**config.mk**
```make
export PLATFORM = sky130hd
export DESIGN_NAME = dma_mode_ctrl
export DESIGN_NICKNAME = d
export VERILOG_FILES = /design/src/rtl/dma_mode_pkg.sv /design/src/rtl/dma_prog_regs.sv /design/src/rtl/dma_xfer_path.sv /design/src/rtl/dma_seq_fsm.sv /design/src/rtl/dma_mode_ctrl.sv
export SDC_FILE = /design/constraint.sdc
export NUM_CORES = 1
export LEC_CHECK = 0
export ABC_CLOCK_PERIOD_IN_PS = 2800
export BUFFER_PORTS_ARGS = -buffer_cell sky130_fd_sc_hd__buf_2
export CAP_MARGIN = 15
export CORE_ASPECT_RATIO = 0.7
export CORE_MARGIN = 1.5
export CORE_UTILIZATION = 45
export DETAILED_ROUTE_END_ITERATION = 8
export GPL_TIMING_DRIVEN = 0
export HOLD_SLACK_MARGIN = 0.08
export PLACE_DENSITY = 0.66
export SYNTH_ARGS = -nofsm -noshare
export SYNTH_HDL_FRONTEND = slang
export SYNTH_SLANG_ARGS = --single-unit
```
**constraint.sdc**
```tcl
create_clock -name clk -period 2.8 [get_ports clk]
set_clock_uncertainty 0.1 [all_clocks]
set_input_delay 0.7 -clock clk [delete_from_list [all_inputs] [get_ports clk]]
set_output_delay 0.7 -clock clk [all_outputs]
set_load 0.05 [all_outputs]
```
**src/rtl/dma_mode_pkg.sv**
```systemverilog
`timescale 1ns/1ps
package dma_mode_pkg;

    typedef enum logic [1:0] {
        XM_STEAL  = 2'd0,
        XM_BURST  = 2'd1,
        XM_HIDDEN = 2'd2,
        XM_ALT    = 2'd3
    } xfer_mode_t;

    typedef enum logic [3:0] {
        ST_IDLE,
        ST_SETUP,
        ST_SWAIT,
        ST_REQ,
        ST_HOLD,
        ST_LATCH,
        ST_WRITE,
        ST_HWAIT,
        ST_HSLOT,
        ST_FINISH
    } dma_state_t;

    localparam logic [1:0] SEL_ADDR  = 2'd0;
    localparam logic [1:0] SEL_COUNT = 2'd1;
    localparam logic [1:0] SEL_CTRL  = 2'd2;
    localparam int         GO_BIT    = 2;

endpackage

```
**src/rtl/dma_prog_regs.sv**
```systemverilog
`timescale 1ns/1ps
module dma_prog_regs
    import dma_mode_pkg::*;
#(
    parameter int AW = 32,
    parameter int CW = 16
) (
    input  logic             clk,
    input  logic             rst_n,
    input  logic             reg_we,
    input  logic [1:0]       reg_sel,
    input  logic [AW-1:0]    reg_wdata,
    output logic [AW-1:0]    base_addr,
    output logic [CW-1:0]    base_cnt,
    output logic             start,
    output xfer_mode_t       start_mode
);

    logic ctrl_wr;

    assign ctrl_wr = reg_we && (reg_sel == SEL_CTRL);
    assign start   = ctrl_wr && reg_wdata[GO_BIT];

    always_comb begin
        unique case (reg_wdata[1:0])
            2'd1:    start_mode = XM_BURST;
            2'd2:    start_mode = XM_HIDDEN;
            default: start_mode = XM_STEAL;
        endcase
    end

    always_ff @(posedge clk or negedge rst_n) begin
        if (!rst_n) begin
            base_addr <= '0;
            base_cnt  <= '0;
        end else if (reg_we) begin
            if (reg_sel == SEL_ADDR)
                base_addr <= reg_wdata;
            if (reg_sel == SEL_COUNT)
                base_cnt <= reg_wdata[CW-1:0];
        end
    end

endmodule

```
**src/rtl/dma_xfer_path.sv**
```systemverilog
`timescale 1ns/1ps
module dma_xfer_path #(
    parameter int AW = 32,
    parameter int CW = 16,
    parameter int DW = 8
) (
    input  logic          clk,
    input  logic          rst_n,
    input  logic          load,
    input  logic [AW-1:0] base_addr,
    input  logic [CW-1:0] base_cnt,
    input  logic          ack,
    input  logic [DW-1:0] dev_data,
    input  logic          step,
    output logic [AW-1:0] addr,
    output logic [DW-1:0] data,
    output logic          last
);

    localparam int RW = CW + 1;
    localparam logic [RW-1:0] FULL_BLOCK = RW'(1) << CW;

    logic [AW-1:0] addr_q;
    logic [RW-1:0] remain_q;
    logic [DW-1:0] data_q;
    logic [RW-1:0] load_cnt;

    assign load_cnt = (base_cnt == '0) ? FULL_BLOCK : {1'b0, base_cnt};

    always_ff @(posedge clk or negedge rst_n) begin
        if (!rst_n) begin
            addr_q   <= '0;
            remain_q <= '0;
        end else if (load) begin
            addr_q   <= base_addr;
            remain_q <= load_cnt;
        end else if (step) begin
            addr_q   <= addr_q + 1'b1;
            remain_q <= remain_q - 1'b1;
        end
    end

    always_ff @(posedge clk or negedge rst_n) begin
        if (!rst_n)
            data_q <= '0;
        else if (ack)
            data_q <= dev_data;
    end

    assign addr = addr_q;
    assign data = data_q;
    assign last = (remain_q == RW'(1));


    addr_step_chk: assert property (@(posedge clk) disable iff (!rst_n)
        (step && !load) |=> (addr_q == $past(addr_q) + 1'b1));


    no_underflow_chk: assert property (@(posedge clk) disable iff (!rst_n)
        step |-> (remain_q != '0));

endmodule

```
**src/rtl/dma_seq_fsm.sv**
```systemverilog
`timescale 1ns/1ps
module dma_seq_fsm
    import dma_mode_pkg::*;
#(
    parameter int SETUP_CYC = 20
) (
    input  logic        clk,
    input  logic        rst_n,
    input  logic        start,
    input  xfer_mode_t  start_mode,
    input  logic        dev_req,
    input  logic        bus_gnt,
    input  logic        cpu_idle,
    input  logic        last,
    output logic        load,
    output logic        dev_ack,
    output logic        bus_req,
    output logic        mem_we,
    output logic        xfer_done,
    output logic        xfer_irq
);

    localparam int TW = (SETUP_CYC > 1) ? $clog2(SETUP_CYC) : 1;
    localparam int SW = $clog2(SETUP_CYC + 2);
    localparam logic [SW-1:0] SAT = SW'(SETUP_CYC + 1);

    dma_state_t state_q, state_d;
    xfer_mode_t mode_q;
    logic [TW-1:0] tmr_q;
    logic done_q;
    logic [SW-1:0] since_q;

    always_comb begin
        state_d = state_q;
        unique case (state_q)
            ST_IDLE:   state_d = ST_IDLE;
            ST_SETUP: begin
                if (tmr_q == '0) begin
                    if (mode_q == XM_BURST)
                        state_d = ST_REQ;
                    else if (mode_q == XM_HIDDEN)
                        state_d = ST_HWAIT;
                    else
                        state_d = ST_SWAIT;
                end
            end
            ST_SWAIT:  if (dev_req) state_d = ST_REQ;
            ST_REQ: begin
                if (bus_gnt)
                    state_d = (mode_q == XM_BURST) ? ST_HOLD : ST_LATCH;
            end
            ST_HOLD:   if (dev_req && bus_gnt) state_d = ST_LATCH;
            ST_LATCH:  if (dev_req && bus_gnt) state_d = ST_WRITE;
            ST_WRITE: begin
                if (bus_gnt) begin
                    if (last)
                        state_d = ST_FINISH;
                    else if (mode_q == XM_BURST)
                        state_d = dev_req ? ST_LATCH : ST_HOLD;
                    else
                        state_d = ST_SWAIT;
                end
            end
            ST_HWAIT:  if (dev_req) state_d = ST_HSLOT;
            ST_HSLOT: begin
                if (cpu_idle && bus_gnt)
                    state_d = last ? ST_FINISH : ST_HWAIT;
            end
            ST_FINISH: state_d = ST_IDLE;
            default:   state_d = ST_IDLE;
        endcase
        if (start)
            state_d = ST_SETUP;
    end

    always_ff @(posedge clk or negedge rst_n) begin
        if (!rst_n) begin
            state_q <= ST_IDLE;
            mode_q  <= XM_STEAL;
            tmr_q   <= '0;
            done_q  <= 1'b0;
        end else begin
            state_q <= state_d;
            if (start) begin
                mode_q <= start_mode;
                tmr_q  <= TW'(SETUP_CYC - 1);
                done_q <= 1'b0;
            end else begin
                if (state_q == ST_SETUP && tmr_q != '0)
                    tmr_q <= tmr_q - 1'b1;
                if (state_q == ST_FINISH)
                    done_q <= 1'b1;
            end
        end
    end

    always_comb begin
        dev_ack  = 1'b0;
        bus_req  = 1'b0;
        mem_we   = 1'b0;
        xfer_irq = 1'b0;
        unique case (state_q)
            ST_IDLE, ST_SETUP, ST_SWAIT: ;
            ST_REQ, ST_HOLD: bus_req = 1'b1;
            ST_LATCH: begin
                bus_req = 1'b1;
                dev_ack = dev_req && bus_gnt;
            end
            ST_WRITE: begin
                bus_req = 1'b1;
                mem_we  = bus_gnt;
            end
            ST_HWAIT:  dev_ack = dev_req;
            ST_HSLOT: begin
                bus_req = cpu_idle;
                mem_we  = cpu_idle && bus_gnt;
            end
            ST_FINISH: xfer_irq = 1'b1;
            default: ;
        endcase
    end

    assign load      = start;
    assign xfer_done = done_q;

    always_ff @(posedge clk or negedge rst_n) begin
        if (!rst_n)
            since_q <= '0;
        else if (start)
            since_q <= '0;
        else if (since_q != SAT)
            since_q <= since_q + 1'b1;
    end


    setup_gap_chk: assert property (@(posedge clk) disable iff (!rst_n)
        mem_we |-> (since_q == SAT));


    steal_release_chk: assert property (@(posedge clk) disable iff (!rst_n)
        (mem_we && mode_q != XM_BURST) |=> !bus_req);


    burst_release_chk: assert property (@(posedge clk) disable iff (!rst_n)
        (mem_we && last) |=> !bus_req);


    burst_hold_chk: assert property (@(posedge clk) disable iff (!rst_n)
        (mode_q == XM_BURST && $fell(bus_req)) |-> ($past(mem_we && last) || $past(start)));


    hidden_slot_chk: assert property (@(posedge clk) disable iff (!rst_n)
        (mode_q == XM_HIDDEN && (bus_req || mem_we)) |-> cpu_idle);


    ack_needs_req_chk: assert property (@(posedge clk) disable iff (!rst_n)
        dev_ack |-> dev_req);


    irq_pulse_chk: assert property (@(posedge clk) disable iff (!rst_n)
        xfer_irq |=> (!xfer_irq && xfer_done));

endmodule

```
**src/rtl/dma_mode_ctrl.sv**
```systemverilog
`timescale 1ns/1ps
module dma_mode_ctrl
    import dma_mode_pkg::*;
#(
    parameter int AW        = 32,
    parameter int CW        = 16,
    parameter int DW        = 8,
    parameter int SETUP_CYC = 20
) (
    input  logic          clk,
    input  logic          rst_n,
    input  logic          reg_we,
    input  logic [1:0]    reg_sel,
    input  logic [AW-1:0] reg_wdata,
    input  logic          dev_req,
    input  logic [DW-1:0] dev_data,
    output logic          dev_ack,
    output logic          bus_req,
    input  logic          bus_gnt,
    input  logic          cpu_idle,
    output logic [AW-1:0] mem_addr,
    output logic [DW-1:0] mem_wdata,
    output logic          mem_we,
    output logic          xfer_done,
    output logic          xfer_irq
);

    logic [AW-1:0] base_addr;
    logic [CW-1:0] base_cnt;
    logic          start;
    xfer_mode_t    start_mode;
    logic          load;
    logic          last;
    logic [AW-1:0] work_addr;
    logic [DW-1:0] work_data;

    dma_prog_regs #(.AW(AW), .CW(CW)) regs_i (
        .clk        (clk),
        .rst_n      (rst_n),
        .reg_we     (reg_we),
        .reg_sel    (reg_sel),
        .reg_wdata  (reg_wdata),
        .base_addr  (base_addr),
        .base_cnt   (base_cnt),
        .start      (start),
        .start_mode (start_mode)
    );

    dma_xfer_path #(.AW(AW), .CW(CW), .DW(DW)) path_i (
        .clk       (clk),
        .rst_n     (rst_n),
        .load      (load),
        .base_addr (base_addr),
        .base_cnt  (base_cnt),
        .ack       (dev_ack),
        .dev_data  (dev_data),
        .step      (mem_we),
        .addr      (work_addr),
        .data      (work_data),
        .last      (last)
    );

    dma_seq_fsm #(.SETUP_CYC(SETUP_CYC)) fsm_i (
        .clk        (clk),
        .rst_n      (rst_n),
        .start      (start),
        .start_mode (start_mode),
        .dev_req    (dev_req),
        .bus_gnt    (bus_gnt),
        .cpu_idle   (cpu_idle),
        .last       (last),
        .load       (load),
        .dev_ack    (dev_ack),
        .bus_req    (bus_req),
        .mem_we     (mem_we),
        .xfer_done  (xfer_done),
        .xfer_irq   (xfer_irq)
    );

    assign mem_addr  = mem_we ? work_addr : '0;
    assign mem_wdata = mem_we ? work_data : '0;


    bus_owner_chk: assert property (@(posedge clk) disable iff (!rst_n)
        mem_we |-> (bus_req && bus_gnt));

endmodule

```
## After elaboration in Yosys (flattened, before gate mapping)

Cells that the tools add are included.

- Reduce and logical (&&, ||, !) cells: 16
- Multiplexer cells: 33
- Equal/unequal tests: 24
- Add/sub/neg operators: 3

Operator list:

| kind | count |
|---|---|
| $mux 32 | 3 |
| $mux 4 | 13 |
| $mux 17 | 3 |
| $add 32x1->32 const B | 1 |
| $pmux 4 s8 | 1 |
| $eq 17x1->1 const B | 1 |
| $sub 17x1->17 const B | 1 |
| $eq 4x3->1 const B | 4 |
| $logic_not 16->1 | 1 |
| $ne 3x1->1 const B | 4 |
| $ne 3x2->1 const B | 4 |
| $mux 5 | 2 |
| $eq 4x2->1 const B | 2 |
| $eq 4x4->1 const B | 2 |
| $mux 8 | 1 |
| $reduce_and 8->1 | 1 |
| $eq 2x1->1 const B | 3 |
| $eq 2x2->1 const B | 3 |
| $pmux 1 s2 | 3 |
| $reduce_bool 2->1 | 3 |
| $logic_and 1x1->1 | 5 |
| $logic_not 5->1 | 1 |
| $mux 1 | 5 |
| $reduce_bool 5->1 | 1 |
| other kinds (7) | 8 |

- Bits in registers: 117
- Output and inout port bits: 45
- Word-level logic and storage cells: 85
- Input port bits: 48

## Depth between registers and ports, before layout

Gate-level depths: netlist (run 1).

- Word-level depth: 6
- Gate-level depth with buffers: 9
- Gate-level depth less buffers: 7

## By module

From an unflattened synthesis (run 1), not the netlist that was laid out.

- Cells, all modules: 614
- Area, all modules: 6323.6 sq um

By module, submodules not included:

| module | instances | seq. area each (sq um) | cells each | area each (sq um) |
|---|---|---|---|---|
| dma_xfer_path | 1 | 1426.4 | 358 | 3234.4 |
| dma_prog_regs | 1 | 1201.2 | 105 | 1841.8 |
| dma_seq_fsm | 1 | 300.3 | 107 | 927.1 |
| dma_mode_ctrl | 1 | 0.0 | 44 | 320.3 |

## Least setup slack after synthesis (run 1)

No wires, ideal clock.

- Path kind: input port to output port
- From: input cpu_idle
- To: output mem_addr[29]
- Path slack: -260 ps
- Required time: 2000 ps
- Cell stages on the path: 5
- Arrival time: 2260 ps
- Cells stage by stage: and4bb_2 > o21ai_1 > inv_1 > clkbuf_1 > and2_1

- Cells in the longest elaborated chain, start to end: 3

Ends and longest elaborated chain:

| item | line | RTL |
|---|---|---|
| from (decl) | dma_mode_ctrl.sv:20 | `input logic cpu_idle,` |
| $logic_and 1x1->1 | dma_seq_fsm.sv:116 | `mem_we = cpu_idle && bus_gnt;` |
| $pmux 1 s2 | dma_seq_fsm.sv:102 | `unique case (state_q)` |
| via mem_we | dma_mode_ctrl.sv:23 | `output logic mem_we,` |
| $mux 32 | dma_mode_ctrl.sv:80 | `assign mem_addr = mem_we ? work_addr : '0;` |
| to (decl) | dma_mode_ctrl.sv:21 | `output logic [AW-1:0] mem_addr,` |

The timed path passes the listed nets, and every way through them passes these cells.

## Final worst setup path (run 1)

- From: register fsm_i.state_q[2]
- To: output mem_addr[19]

- Cells in the longest elaborated chain, start to end: 3
- Elaborated cells on any way between the ends: 4
- Those cells by class: 2 x eq/ne; 2 x mux

Ends and longest elaborated chain:

| item | line | RTL |
|---|---|---|
| from (decl) | dma_seq_fsm.sv:27 | `dma_state_t state_q, state_d;` |
| from (signal assigned) | dma_seq_fsm.sv:83 | `state_q <= state_d;` |
| $eq 4x4->1 or $eq 4x3->1 (tied branches) | dma_seq_fsm.sv:102 |  |
| $pmux 1 s2 (*) | dma_seq_fsm.sv:102 |  |
| $mux 32 (*) | dma_mode_ctrl.sv:80 |  |

Every way passes the cells marked *; elsewhere a longest branch is shown, timed or not.

==> impl_results.md, run 1 <==
* Top FF cell, synth: dfrtp_1
* Die Span X at 142 µm
* FF+latch count, synth at 117
* Clock sinks at 117
* Number of routed nets with antenna violations at 0
* Setup CP Type: reg -> out
* Fin util at 61.0%
* Number of synthesized flops with an enable pin at 0
* Cell Area, Synth at 6090 µm²
* Setup-failing EPs final at 1
* Worst Path Required at 2.00 ns
* Failing checks: setup timing
* Initial antenna violation count at 0
* CP endpoint kind: output pin
* Area growth syn-to-layout at 32.1%
* Avg WL per Cell at 17.7 µm
* Synth top area share at 48.1%
* H-Tree Depth at 4
* Setup TNS Final at -0.00209 ns
* Die Ht at 100 µm
* Tot GR Track Use at 23.8%
* Most numerous cell in the Yosys netlist: dfrtp_1
* IO Count at 93
* Site Rows at 35
* Crit-path cells: and4bb_4, o21ai_4, buf_4, buf_2, nor2_1, clkbuf_4
* Mean Syn Cell Area at 10.2 µm²
* ANT cells at 0
* Register area share after synthesis at 48.1%
* Total routed wirelength at 16,300 µm
* Int Pwr at 4640 µW
* Filler instances at 1,050
* Peak VDD IR at 506 µV
* PortBufs at 92
* Worst path max stage delay at 0.45 ns
* Maximum clock frequency at 357 MHz
* Largest net degree at the start of global routing at 87
* Layout cells sized above 1 at 33.7%
* Reg clk slew, reported paths at 0.05 ns
* Global route total overflow at 0
* Max Cap Viol at 0
* Post-synth top cells: 117 x dfrtp_1, 71 x nand2_1, 56 x mux2_2
* Vias in the first global route at 5,011
* FF/Latch Area at 2930 µm²
* Total CTS buffers at 17
* Final max-slew violation count at 0
* DRC Markers at 0
* Period utilisation layout at 100%
* RSZ-0062 raised after global routing: yes
* Yosys Warn Count at 0
* Final WS setup at -0.00209 ns
* Starting density of the core at 46.2%
* Worst slew margin at 44.1%
* Nets at 778
* CTS tree: done
* Clock power share at 35.6%
* Synth Instances at 599
* Clk_lat worst skew at 0.41 ns
* Die area at 14,300 µm²
* Final Hold Vio Count at 0
* Pwr Total at 6860 µW
* Sw Ratio at 32.4%
* Power density over the cells at 853 nW/µm²
* Hold Worst Slack at 0.376 ns
* Area leader, netlist: dfrtp_1
* DR vias/cell at 5.57
* RePlAce Congestion at 0.896
* Core Area at 13,200 µm²
* Syn_nets at 654
* Worst Hold Class: reg -> reg
* Cell variety after synth at 50
* Post-synthesis async set-or-reset flop share at 100%
* Combinational Power Share at 25.4%
* Root buf cell: clkbuf_16
* Multi-input gate area at 3050 µm²
* Area after DPL at 6850 µm²
* P_leak at 0.00337 µW
* Total net switching power at 2220 µW
* HPWL Detailed at 11,300 µm
* DR iter-0 viols at 299
* Synth area leaders: dfrtp_1 48%, mux2_2 10%, xnor2_1 4.6%
* CTS Buffer Depth at 2
* Worst path arrival time at 2.00 ns
* Slowest cell on crit path: dfrtp_2
* Slew @ Worst Pin at 0.829 ns
* Critical path launch point type: flip-flop
* Run status: finished with violations
* Flop pwr share at 38.9%
* Maximum fanout along the worst path at 10
* Tmin final at 2.80 ns
* Pre-Repair DR Iteration Count at 5
* Final Instance Area at 8050 µm²
* First-pass GRT wire length at 26,000 µm
* DR vias at 5,122
[routing by layer]
layer	vias to the layer above	track usage, %	wire, µm
li1	2352	-	-
met1	2516	33.9	7510
met2	229	35.7	7360
met3	25	5.82	1190
met4	0	8.25	260
met5	-	0	0
[power by group through the flow]
stage	logic, µW	registers (µW)	clock network [µW]
2_1_floorplan	1210	2520	0
3_3_place_gp	1540	2630	0
3_5_place_dp	1590	2660	0
4_1_cts	1680	2650	2470
5_1_grt	1930	2740	2550
6_report	1750	2670	2450
[path summary, 6_finish.rpt]
kind | slack, ns | to | from | cells past startpoint
min in group asynchronous | 0.63 | fsm_i.tmr_q[4]$_DFFE_PN0P_ | rst_n | 2
max in group asynchronous | 1.24 | path_i.addr[21]$_DFFE_PN0P_ | rst_n | 3
hold / removal | 0.38 | path_i.addr[0]$_DFFE_PN0P_ | regs_i.base_addr[0]$_DFFE_PN0P_ | 2
setup reg to reg | 0.43 | fsm_i.state_q[2]$_DFFE_PN0P_ | fsm_i.state_q[2]$_DFFE_PN0P_ | 6
hold reg to reg | 0.38 | path_i.addr[0]$_DFFE_PN0P_ | regs_i.base_addr[0]$_DFFE_PN0P_ | 2
setup / recovery | -0.002 | mem_addr[19] | fsm_i.state_q[2]$_DFFE_PN0P_ | 6
[cell usage in the layout, fill, tap and decap left out, types with 3 or more instances in the layout]
cell type	netlist	layout
buf_1	3	3
o211ai_1	4	4
bufinv_16	0	5
buf_8	0	30
xor2_1	19	19
and4_1	4	4
buf_4	0	22
and2_1	40	11
and2_4	0	27
and3_1	4	4
clkbuf_16	0	18
o21ai_0	48	47
buf_2	4	54
or4_1	5	5
nor2b_1	7	6
nand3b_1	5	5
nor4_2	5	5
nor2_1	20	20
nand3_1	16	16
nor3_1	20	20
clkbuf_1	26	19
nand4_1	10	10
buf_6	2	6
clkbuf_8	0	4
a21oi_1	9	9
o21ai_1	5	5
ha_1	7	7
clkbuf_2	0	3
mux2_2	56	56
nand2_1	71	71
inv_1	15	14
dfrtp_1	117	116
xnor2_1	32	32
nor4_1	13	13
a221oi_1	3	3
[logic make-up (layout without fill, tap and decap cells)]
logic type,after synthesis,count (layout),synth area share (%)
xor gates and xnor gates,51,51,7.33
adders and majority gates,7,7,1.44
buffers and inverters,50,186,3.41
muxes,57,57,10.5
DFF,117,117,48.1
AOI/OAI and AO/OA,83,83,7.91
and+or+nand+nor,234,234,21.3
[repair_timing]
item | CTS | global route
hold endpoints to repair | 27 | 0
gates cloned | 0 | 1
setup buffers | 8 | 5
pin swaps | 3 | 2
resized for setup | 90 | 63
setup endpoints to repair | 43 | 42
hold buffers | 1 | 0
[state kept, by name, indices dropped and copies added (netlist names)]
signal	flops
fsm_i.state_q	4
regs_i.base_addr	32
path_i.addr	32
fsm_i.mode_q	2
fsm_i.tmr_q	5
regs_i.base_cnt	16
fsm_i.xfer_done	1
path_i.remain_q	17
path_i.data	8
[final cells by class]
| class | count | share of cell area, % |
|---|---|---|
| sequential | 117 | 36.4 |
| clock buffer | 23 | 6.06 |
| clock inverter | 8 | 2.11 |
| inverter | 15 | 0.700 |
| timing repair buffer | 108 | 11.5 |
| tap | 185 | 2.88 |
| multi-input combinational | 432 | 37.9 |
| buffer | 32 | 2.46 |
[metrics by stage]
step	setup WS, ns	instances
finish	-0.00209	920
floorplan	0.0300	599
global placement	-0.710	876
detailed placement	-0.739	877
global route	-0.0387	920
CTS	0.000872	914
[worst max-delay path, delay by kind of cell, from the launching register on]
family	cells	cell delay (ns)
DFF	1	0.45
AOI/OAI and AO/OA	1	0.06
buffers and inverters	3	0.58
and+or+nand+nor	2	0.50
Power figures use the tool's default switching activity.
==> run 2, diff against run 1 <==
Settings changed: ABC_CLOCK_PERIOD_IN_PS 2800 to 3600, REMOVE_ABC_BUFFERS set to 1.
Clock period 2.8 ns to 3.6 ns, I/O delays scaled along.
==> impl_results.md, run 2 (synthesis results as in run 1) <==
* First-pass GRT wire length at 23,400 µm (was 26,000 µm)
* Max Cap Viol at 0 (unchanged)
* CP endpoint kind: output pin (unchanged)
* Number of routed nets with antenna violations at 0 (unchanged)
* Total CTS buffers at 17 (unchanged)
* Slew @ Worst Pin at 0.908 ns (was 0.829 ns)
* Root buf cell: clkbuf_16 (unchanged)
* Total routed wirelength at 14,200 µm (was 16,300 µm)
* Run status: finished clean (was finished with violations)
* Initial antenna violation count at 0 (unchanged)
* Reg clk slew, reported paths at 0.05 ns (about the same)
* Die Ht at 100 µm (unchanged)
* Avg WL per Cell at 16.1 µm (was 17.7 µm)
* Reg-to-reg startpoint: fsm_i.tmr_q[0]$_DFFE_PN0P_ (was fsm_i.state_q[2]$_DFFE_PN0P_)
* Crit-path cells: buf_2, nor2b_1, o21ai_4, buf_4, clkinvlp_4, buf_4, and2_1, buf_2 (was and4bb_4, o21ai_4, buf_4, buf_2, nor2_1, clkbuf_4)
* Starting density of the core at 46.2% (unchanged)
* Vias in the first global route at 4,550 (was 5,011)
* Clk_lat worst skew at 0.41 ns (about the same)
* Die Span X at 142 µm (unchanged)
* DR vias at 4,733 (was 5,122)
* Area growth syn-to-layout at 21.2% (was 32.1%)
* Setup-failing EPs final at 0 (was 1)
* Pre-Repair DR Iteration Count at 5 (unchanged)
* CTS tree: done (unchanged)
* Worst slew margin at 39.5% (was 44.1%)
* Worst Path Required at 2.60 ns (was 2.00 ns)
* Most common cell after layout, fill and taps aside: dfrtp_1 (unchanged)
* Nets at 741 (was 778)
* P_leak at 0.00314 µW (was 0.00337 µW)
* Critical path launch point type: primary input (was flip-flop)
* Final max-slew violation count at 0 (unchanged)
* RSZ-0062 raised after global routing: no (was yes)
* Power density over the cells at 667 nW/µm² (was 853 nW/µm²)
* Maximum clock frequency at 290 MHz
* Clock sinks at 117 (unchanged)
* Worst path arrival time at 2.45 ns (was 2.00 ns)
* Largest net degree at the start of global routing at 98 (was 87)
* Hold_buf cts at 0 (was 1)
* Core Area at 13,200 µm² (unchanged)
* Worst Hold Class: in -> async (was reg -> reg)
* Tmin final at 3.45 ns
* Peak VDD IR at 385 µV (was 506 µV)
* HPWL Detailed at 9460 µm (was 11,300 µm)
* Setup CP Type: in -> out (was reg -> out)
* Site Rows at 35 (unchanged)
* H-Tree Depth at 4 (unchanged)
* Worst Setup SP: bus_gnt (was fsm_i.state_q[2]$_DFFE_PN0P_)
* DR vias/cell at 5.37 (was 5.57)
* Slowest cell on crit path: nor2b_1 (was dfrtp_2)
* RePlAce Congestion at 0.937 (was 0.896)
* DR iter-0 viols at 292 (was 299)
* IO Count at 93 (unchanged)
* Tot GR Track Use at 21.3% (was 23.8%)
* Commonest cells after routing, fill and taps aside: 116 x dfrtp_1, 91 x buf_2, 71 x nand2_1 (was 116 x dfrtp_1, 71 x nand2_1, 56 x mux2_2)
* Final Hold Vio Count at 0 (unchanged)
* Final WS setup at 0.149 ns (was -0.00209 ns)
* ANT cells at 0 (unchanged)
* Pre-CTS WS at -0.896 ns (was -0.739 ns)
* Global route total overflow at 0 (unchanged)
* Period utilisation layout at 95.9%
* Layout cells sized above 1 at 28.6% (was 33.7%)
* Worst path max stage delay at 0.39 ns (was 0.45 ns)
* Die area at 14,300 µm² (unchanged)
* Filler instances at 1,132 (was 1,050)
* CTS Buffer Depth at 2 (unchanged)
* Hold Worst Slack at 0.354 ns (was 0.376 ns)
* PortBufs at 92 (unchanged)
* Maximum fanout along the worst path at 15 (was 10)
* DRC Markers at 0 (unchanged)
## run 2: cell types whose count changed in the layout (fill, tap and decap cells not counted), moves of 3 or more
cell / before / now
and2_4: 27 / 0
buf_6: 6 / 1
clkbuf_2: 3 / 0
buf_1: 3 / 0
bufinv_16: 5 / 2
buf_4: 22 / 7
and2_1: 11 / 40
buf_2: 54 / 91
clkbuf_1: 19 / 3
buf_8: 30 / 0
## run 2: worst paths after layout
path	cells after the start	slack, ns	end
worst min register to register	2	0.38	path_i.addr[6]$_DFFE_PN0P_
min in group clk	2	0.38	path_i.addr[6]$_DFFE_PN0P_
worst max-delay path	8	0.15	mem_addr[16]
worst max register to register	7	1.19	fsm_i.state_q[2]$_DFFE_PN0P_
max in group asynchronous	2	2.37	path_i.remain_q[13]$_DFFE_PN0P_
worst min-delay path	1	0.35	fsm_i.state_q[2]$_DFFE_PN0P_
## run 2: metal layers
layer	global-route usage (%)	vias up	share of wire [%]
met5	0	-	0
met4	5.87	0	1.0
met3	5.68	18	5.6
met2	31.5	138	43
met1	30.8	2300	50
li1	-	2277	-
## run 2: metrics by stage
step                      total power [µW]  area [µm²]  instances  utilization, %  TNS [ns]
after CTS                             4940        7380        880            56.0         0
final                                 4920        7380        881            56.0         0
after floorplan                       2870        5940        564               -     -8.91
after detailed placement              3240        6730        844            51.1    -30.00
after global placement                3180        6630        841            50.3    -83.59
after global routing                  5200        7380        881            56.0         0
## run 2: cell type report
type	count	area, µm²	share of cell area (%)
Multi-Input combinational cell	432	2980	40.3
Sequential cell	117	2930	39.7
Timing Repair Buffer	102	602	8.15
Clock buffer	25	505	6.85
Tap cell	185	231	3.13
Clock inverter	4	70.1	0.949
Inverter	15	60.1	0.813
Timing Repair inverter	1	7.51	0.102
## run 2: what timing repair did
action | CTS | global route
gates resized for setup | 4 | 1
pin swaps | 1 | 0
gates cloned | 1 | 0
endpoints found under the setup margin | 39 | 9
buffers inserted | 6 | 0
## run 2: worst max-delay path, delay by kind of cell
kind | cells | cell delay, ns
compound gates | 1 | 0.16
simple gates | 2 | 0.54
buf+inv | 5 | 0.84
## run 2: power by group
part / leakage [µW] / internal [µW] / switching (µW)
Clock: 0.000285 / 1100 / 564
Combinational: 0.00143 / 533 / 633
Sequential: 0.00143 / 1690 / 408
